--- src/rtl/seqtrig_pkg.sv ---
package seqtrig_pkg;

    localparam int CTRL_W    = 32;
    localparam int BIT_EN    = 31;
    localparam int BIT_BURST = 27;
    localparam int BIT_START = 26;
    localparam int BIT_BYP   = 19;
    localparam int BIT_POL   = 18;

    typedef struct packed {
        logic en;
        logic burst;
        logic byp;
        logic pol;
    } cfg_t;

    typedef struct packed {
        cfg_t cfg;
        logic mask;
    } ctl_t;

    typedef struct packed {
        logic busy;
        logic start;
    } run_t;

    function automatic cfg_t cfg_decode(input logic [CTRL_W-1:0] w);
        cfg_t c;
        c.en    = w[BIT_EN];
        c.burst = w[BIT_BURST];
        c.byp   = w[BIT_BYP];
        c.pol   = w[BIT_POL];
        return c;
    endfunction

    function automatic logic [CTRL_W-1:0] cfg_encode(input cfg_t c);
        logic [CTRL_W-1:0] w;
        w            = '0;
        w[BIT_EN]    = c.en;
        w[BIT_BURST] = c.burst;
        w[BIT_BYP]   = c.byp;
        w[BIT_POL]   = c.pol;
        return w;
    endfunction

endpackage

--- src/rtl/seqtrig_sync.sv ---
module seqtrig_sync #(
    parameter int STAGES = 2
) (
    input  logic clk,
    input  logic rst_n,
    input  logic d,
    input  logic bypass,
    output logic q
);
    logic [STAGES-1:0] s_d, s_q;

    always_comb begin
        s_d[0] = d;
        for (int i = 1; i < STAGES; i++) begin
            s_d[i] = s_q[i-1];
        end
    end

    always_ff @(posedge clk or negedge rst_n) begin
        if (!rst_n) s_q <= '0;
        else        s_q <= s_d;
    end

    // Bypass hands the raw line straight to the edge detector.
    assign q = bypass ? d : s_q[STAGES-1];
endmodule

--- src/rtl/seqtrig_edge.sv ---
module seqtrig_edge (
    input  logic clk,
    input  logic rst_n,
    input  logic level,
    input  logic rise_sel,
    input  logic arm,
    output logic hit
);
    logic prev_d, prev_q;

    // History always follows the selected level, so a later change of
    // polarity reinterprets a steady line and never sees an edge.
    always_comb begin
        prev_d = level;
    end

    always_ff @(posedge clk or negedge rst_n) begin
        if (!rst_n) prev_q <= 1'b0;
        else        prev_q <= prev_d;
    end

    assign hit = arm & (rise_sel ? (level & ~prev_q) : (~level & prev_q));
endmodule

--- src/rtl/seqtrig_launch.sv ---
module seqtrig_launch
    import seqtrig_pkg::*;
(
    input  logic clk,
    input  logic rst_n,
    input  logic en_next,
    input  logic burst_next,
    input  logic sw_go,
    input  logic hw_hit,
    input  logic done,
    output logic start,
    output logic busy
);
    run_t r_d, r_q;
    logic go;

    always_comb begin
        // Burst masks the hardware edge; software start is still accepted.
        go = ~r_q.busy & en_next & (burst_next | sw_go | (hw_hit & ~burst_next));
        r_d.start = go;
        r_d.busy  = go | (r_q.busy & ~done);
    end

    always_ff @(posedge clk or negedge rst_n) begin
        if (!rst_n) r_q <= '0;
        else        r_q <= r_d;
    end

    assign start = r_q.start;
    assign busy  = r_q.busy;
endmodule

--- src/rtl/seq_trig_ctrl.sv ---
module seq_trig_ctrl
    import seqtrig_pkg::*;
#(
    parameter int SYNC_STAGES = 2
) (
    input  logic              clk,
    input  logic              rst_n,
    input  logic              wr_en,
    input  logic [CTRL_W-1:0] wr_data,
    output logic [CTRL_W-1:0] rd_data,
    input  logic              trig_in,
    input  logic              seq_done,
    output logic              seq_start,
    output logic              busy
);
    ctl_t ctl_d, ctl_q;
    logic sw_go;
    logic trig_lvl;
    logic hw_hit;

    always_comb begin
        ctl_d      = ctl_q;
        ctl_d.mask = wr_en;
        if (wr_en) ctl_d.cfg = cfg_decode(wr_data);
        sw_go = wr_en & wr_data[BIT_START];
    end

    always_ff @(posedge clk or negedge rst_n) begin
        if (!rst_n) ctl_q <= '0;
        else        ctl_q <= ctl_d;
    end

    seqtrig_sync #(.STAGES(SYNC_STAGES)) u_sync (
        .clk    (clk),
        .rst_n  (rst_n),
        .d      (trig_in),
        .bypass (ctl_q.cfg.byp),
        .q      (trig_lvl)
    );

    seqtrig_edge u_edge (
        .clk      (clk),
        .rst_n    (rst_n),
        .level    (trig_lvl),
        .rise_sel (ctl_q.cfg.pol),
        .arm      (ctl_q.cfg.en & ~ctl_q.mask),
        .hit      (hw_hit)
    );

    seqtrig_launch u_launch (
        .clk        (clk),
        .rst_n      (rst_n),
        .en_next    (ctl_d.cfg.en),
        .burst_next (ctl_d.cfg.burst),
        .sw_go      (sw_go),
        .hw_hit     (hw_hit),
        .done       (seq_done),
        .start      (seq_start),
        .busy       (busy)
    );

    assign rd_data = cfg_encode(ctl_q.cfg);
endmodule

--- config.mk ---
export PLATFORM = sky130hd
export DESIGN_NAME = seq_trig_ctrl
export DESIGN_NICKNAME = d
export VERILOG_FILES = /design/src/rtl/seqtrig_pkg.sv /design/src/rtl/seqtrig_sync.sv /design/src/rtl/seqtrig_edge.sv /design/src/rtl/seqtrig_launch.sv /design/src/rtl/seq_trig_ctrl.sv
export SDC_FILE = /design/constraint.sdc
export NUM_CORES = 1
export LEC_CHECK = 0
export BUFFER_PORTS_ARGS = -buffer_cell sky130_fd_sc_hd__buf_2
export CORE_ASPECT_RATIO = 1.2
export CORE_MARGIN = 3
export CORE_UTILIZATION = 29
export CTS_CLUSTER_SIZE = 8
export DETAILED_ROUTE_END_ITERATION = 8
export PLACE_DENSITY = 0.78
export SLEW_MARGIN = 20
export SYNTH_ARGS = -nofsm -noshare
export SYNTH_HDL_FRONTEND = slang
export SYNTH_HIERARCHICAL = 1
export SYNTH_SLANG_ARGS = --single-unit
--- constraint.sdc ---
create_clock -name clk -period 1.35 [get_ports clk]
set_clock_uncertainty 0.2 [all_clocks]
set_input_delay 0.0675 -clock clk [delete_from_list [all_inputs] [get_ports clk]]
set_output_delay 0.0675 -clock clk [all_outputs]
set_load 0.01 [all_outputs]
Word-level counts from Yosys, hierarchy flattened
Cells that the tools add are included.
- register bits after elaboration: 10
- latch bits: 0
- RAM bits: 0
- bits in read-only memories: 0
- output and inout bits: 34
- word-level logic and storage cells: 30
- memories kept: 0
- $add $sub $neg: 0
- $mul: 0
- div/mod/pow operators: 0
- order comparisons: 0
- equal/unequal tests: 0
- shift-type cells: 0
- multiplexer cells: 3
- bitwise gates (word level): 18
- reduce and logical (&&, ||, !) cells: 0
- operator list (operator ; count):
    $and A1 B1 Y1 ; 9
    $not A1 Y1 ; 6
    $mux W4 ; 1
    $or A1 B1 Y1 ; 3
    $mux W1 ; 2

Logic depth before layout (Yosys ltp)
- depth in word-level cells: 9
- mapped depth: 5

Cells and area by module
The synthesis kept the hierarchy.
- by module, submodules not included (module ; instances ; cells an instance ; area each (um2) ; sequential area each (um2)):
    seq_trig_ctrl ; 1 ; 44 ; 427.9 ; 125.1
    seqtrig_launch ; 1 ; 5 ; 76.3 ; 50.0
    seqtrig_sync ; 1 ; 3 ; 65.1 ; 50.0
    seqtrig_edge ; 1 ; 4 ; 48.8 ; 25.0

Worst setup path before layout
No wires, ideal clock.
- path kind: flip-flop to flip-flop
- from: register ctl_q, in the netlist rd_data[19]
- to: register u_launch.r_q, in the netlist u_launch/busy
- arrival time: 1.156 ns
- required time: 1.019 ns
- setup slack: -0.138 ns
- cell stages (with the launch flop): 6
- period minus slack after synthesis: 1.488 ns
- path through: dfrtp_1 > mux2_4 > nand4b_1 > nand2_1 > o31ai_2 > mux2i_1
- RTL lines (element ; RTL line ; source):
    start: declaration ; seq_trig_ctrl.sv:16 ; ctl_t ctl_d, ctl_q;
    start signal: assignment ; seq_trig_ctrl.sv:30 ; else ctl_q <= ctl_d;
    end signal: assignment ; seqtrig_launch.sv:26 ; else r_q <= r_d;
    end: declaration ; seqtrig_launch.sv:14 ; run_t r_d, r_q;

==> results.toml <==
[worst_setup_path]
cp-start-kind = "flop"
crit_arrival_ns = 1.45
critPathCaptureType = "flop"
path_class = "flop to flop"
r2r_slack_ns = -0.17
crit_path_end = "u_launch/busy$_DFF_PN0_"
r2r_cells = 5
crit_start = "rd_data[19]$_DFFE_PN0P_"
crit_required_ns = 1.28
r2r_start = "rd_data[19]$_DFFE_PN0P_"
cp_max_fo = 3
r2r_end = "u_launch/busy$_DFF_PN0_"

[logic_synthesis]
netlist_instances = 56
synthTopCellsByCount = "32 x buf_4, 10 x dfrtp_1, 4 x mux2_2"
synth_seq_cells = 10
synth_edf_count = 0
synth_area_leaders = "dfrtp_1 40%, buf_4 39%, mux2_2 7.3%, mux2_4 2.4%, o31ai_2 2.0%"
async_reset_ff_share_pct = 100
yosysTopAreaCellShare_pct = 40.5
syn_area_per_cell_um2 = 11.0
yosysMostFrequentCell = "buf_4"
syn_area_um2 = 618
yosysTopAreaCell = "dfrtp_1"
synth.distinct_cells = 13
ys_seq_area_share_pct = 40.5
synth_flop_cell = "dfrtp_1"
ys_warn_count = 6

[cts]
cts_hold_buffers = 7
htree_levels = 1
clock_path_buffers = 2
clk_latency_ns = 0.26
cts-root-buf = "clkbuf_4"
cts_tree = "yes"
cts_sinks = 10
clk_pin_slew_ns = 0.06
cts_setup_buffers = 0
cts_buffers = 3

[power_and_ir_drop]
power.switching_mw = 0.202
p_leak_nw = 0.380
p_int_mw = 0.566
max-vdd-ir-drop_mv = 0.630
p_sw_share_pct = 26.3
power.clock.fraction_pct = 33.4
p_seq_share_pct = 45.2
p_comb_share_pct = 21.4
powerDensity_nw_per_um2 = 1060

[drt]
via_per_inst = 3.44
first_pass_iters = 1
ant_nets = 0
routed-via-count = 368
dr.first_iter.drc_count = 0
wirelength_mm = 1.03
drc_errors = 0
routedWlPerCell_um = 9.58

[outcome]
violations = "negative hold slack, negative setup slack"
status = "finished with violations"

[floorplan]
design.portCount = 71
die_w_um = 48.1
die_h_um = 56.6
core_area_um2 = 1940
start_util_pct = 31.9
die_area_um2 = 2720
rows = 17

[timing]
hold_viol_final = 3
min_period_over_period_pct = 112
max_clock_freq_ghz = 0.659
rsz0062_at_grt = "yes"
setup_slack_ns = -0.166
fin_hold_ws_ns = -0.267
finalSetupViolCount = 2
drv_slew = 0
min_period_ns = 1.52

[finish]
antenna_cells_inserted = 0
area_delta_synth_final_pct = 16.8
final_nets = 117
finalInstanceArea_um2 = 722
drive_gt1_share_pct = 36.7

[global_route]
grt_pass1_wl_mm = 1.61
grt_overflow = 0
grt_util_all_layers_pct = 8.05
antenna_found_initial = 0
grt_pass1_vias = 398
grt_start_max_net_pins = 11

[placement]
port_buffers = 15
place_congestion = 0.626
place_area_um2 = 604
dp_slack_ns = -0.203
hpwl_um = 820

[worst_hold_path]
hold_class = "primary input to flop"

[run]
drv_cap = 0
## worst min-delay path by stage
stage                       start  cells after the start                 endpoint  slack (ns)
after global routing      trig_in                      1  u_sync/s_q[0]$_DFF_PN0_       -0.27
after global placement      rst_n                      1    rd_data[27]$_DFF_PN0_       -0.27
after floorplan             rst_n                      0       ctl_q[0]$_DFF_PN0_       -0.43
after detailed placement    rst_n                      1  rd_data[19]$_DFFE_PN0P_       -0.26
final                     trig_in                      1  u_sync/s_q[0]$_DFF_PN0_       -0.27
after CTS                 trig_in                      1  u_sync/s_q[0]$_DFF_PN0_       -0.27
## flip-flops by register name, indices dropped and copies added, names as in the netlist
name and flops:
u_launch/busy 1, rd_data 4, u_launch/start 1, ctl_q 1, u_edge/prev_q 1, u_sync/s_q 2
## routing by layer
metal / GRT usage [%] / share of wire [%] / vias up
met1: 8.51 / 34 / 170
met3: 0.962 / 9.2 / 0
met4: 3.46 / 0 / 0
li1: - / - / 166
met5: 0 / 0 / -
met2: 14.6 / 56 / 32
## stage by stage
stage | cells | power [mW] | setup TNS, ns | util (%)
floorplan | 83 | 0.511 | -0.124 | -
CTS | 107 | 0.772 | -0.381 | 36.7
detailed placement | 96 | 0.496 | -0.363 | 31.2
finish | 107 | 0.768 | -0.280 | 37.3
global placement | 96 | 0.489 | -0.154 | 31.2
global route | 107 | 0.818 | -0.470 | 37.3
## power by group through the flow
stage                     sequential [mW]  combinational, mW  clock [mW]
after floorplan                     0.354              0.158           0
after CTS                           0.349              0.157       0.266
after detailed placement            0.354              0.142           0
after global routing                0.351              0.184       0.283
final                               0.347              0.165       0.257
after global placement              0.353              0.136           0
## cells in the final DEF, fill, tap and decap left out
cell and n:
nand4bb_1 1, nand4b_1 1, dfrtp_1 10, mux2_2 4, mux2i_1 1, clkbuf_4 3
buf_4 2, nand2_2 1, dlygate4sd3_1 7, and2_2 1, o31ai_4 1, clkbuf_8 1
conb_1 28, mux2_4 1, nor2_1 1, nor2b_1 1, buf_2 15
## logic make-up (layout without fill, tap and decap cells)
| logic type | Yosys count | in the layout | synth area share [%] |
|---|---|---|---|
| buf+inv | 32 | 28 | 38.9 |
| other cells | 1 | 28 | 0.607 |
| compound gates | 1 | 1 | 2.02 |
| simple gates | 6 | 6 | 6.68 |
| flops | 10 | 10 | 40.5 |
| mux | 6 | 6 | 11.3 |
## critical path, stage by stage (launching register included)
cell and delay, ns:
dfrtp_1 0.39, mux2_4 0.31, nand4b_1 0.11, nand2_2 0.08
o31ai_4 0.19, mux2i_1 0.10
## what timing repair did
action,4_1_cts,5_1_grt
endpoints found under the setup margin,2,2
pin swaps,0,1
gates resized for setup,0,2
hold endpoints to repair,18,3
## cell type report
class                   count  area [um^2]
clock buffers               4         36.3
fillers                   189         1210
repair buffers             24          160
well taps                  28         35.0
flip-flops and latches     10          250
multi-input cells          41          240
Power figures use the tool's default switching activity.
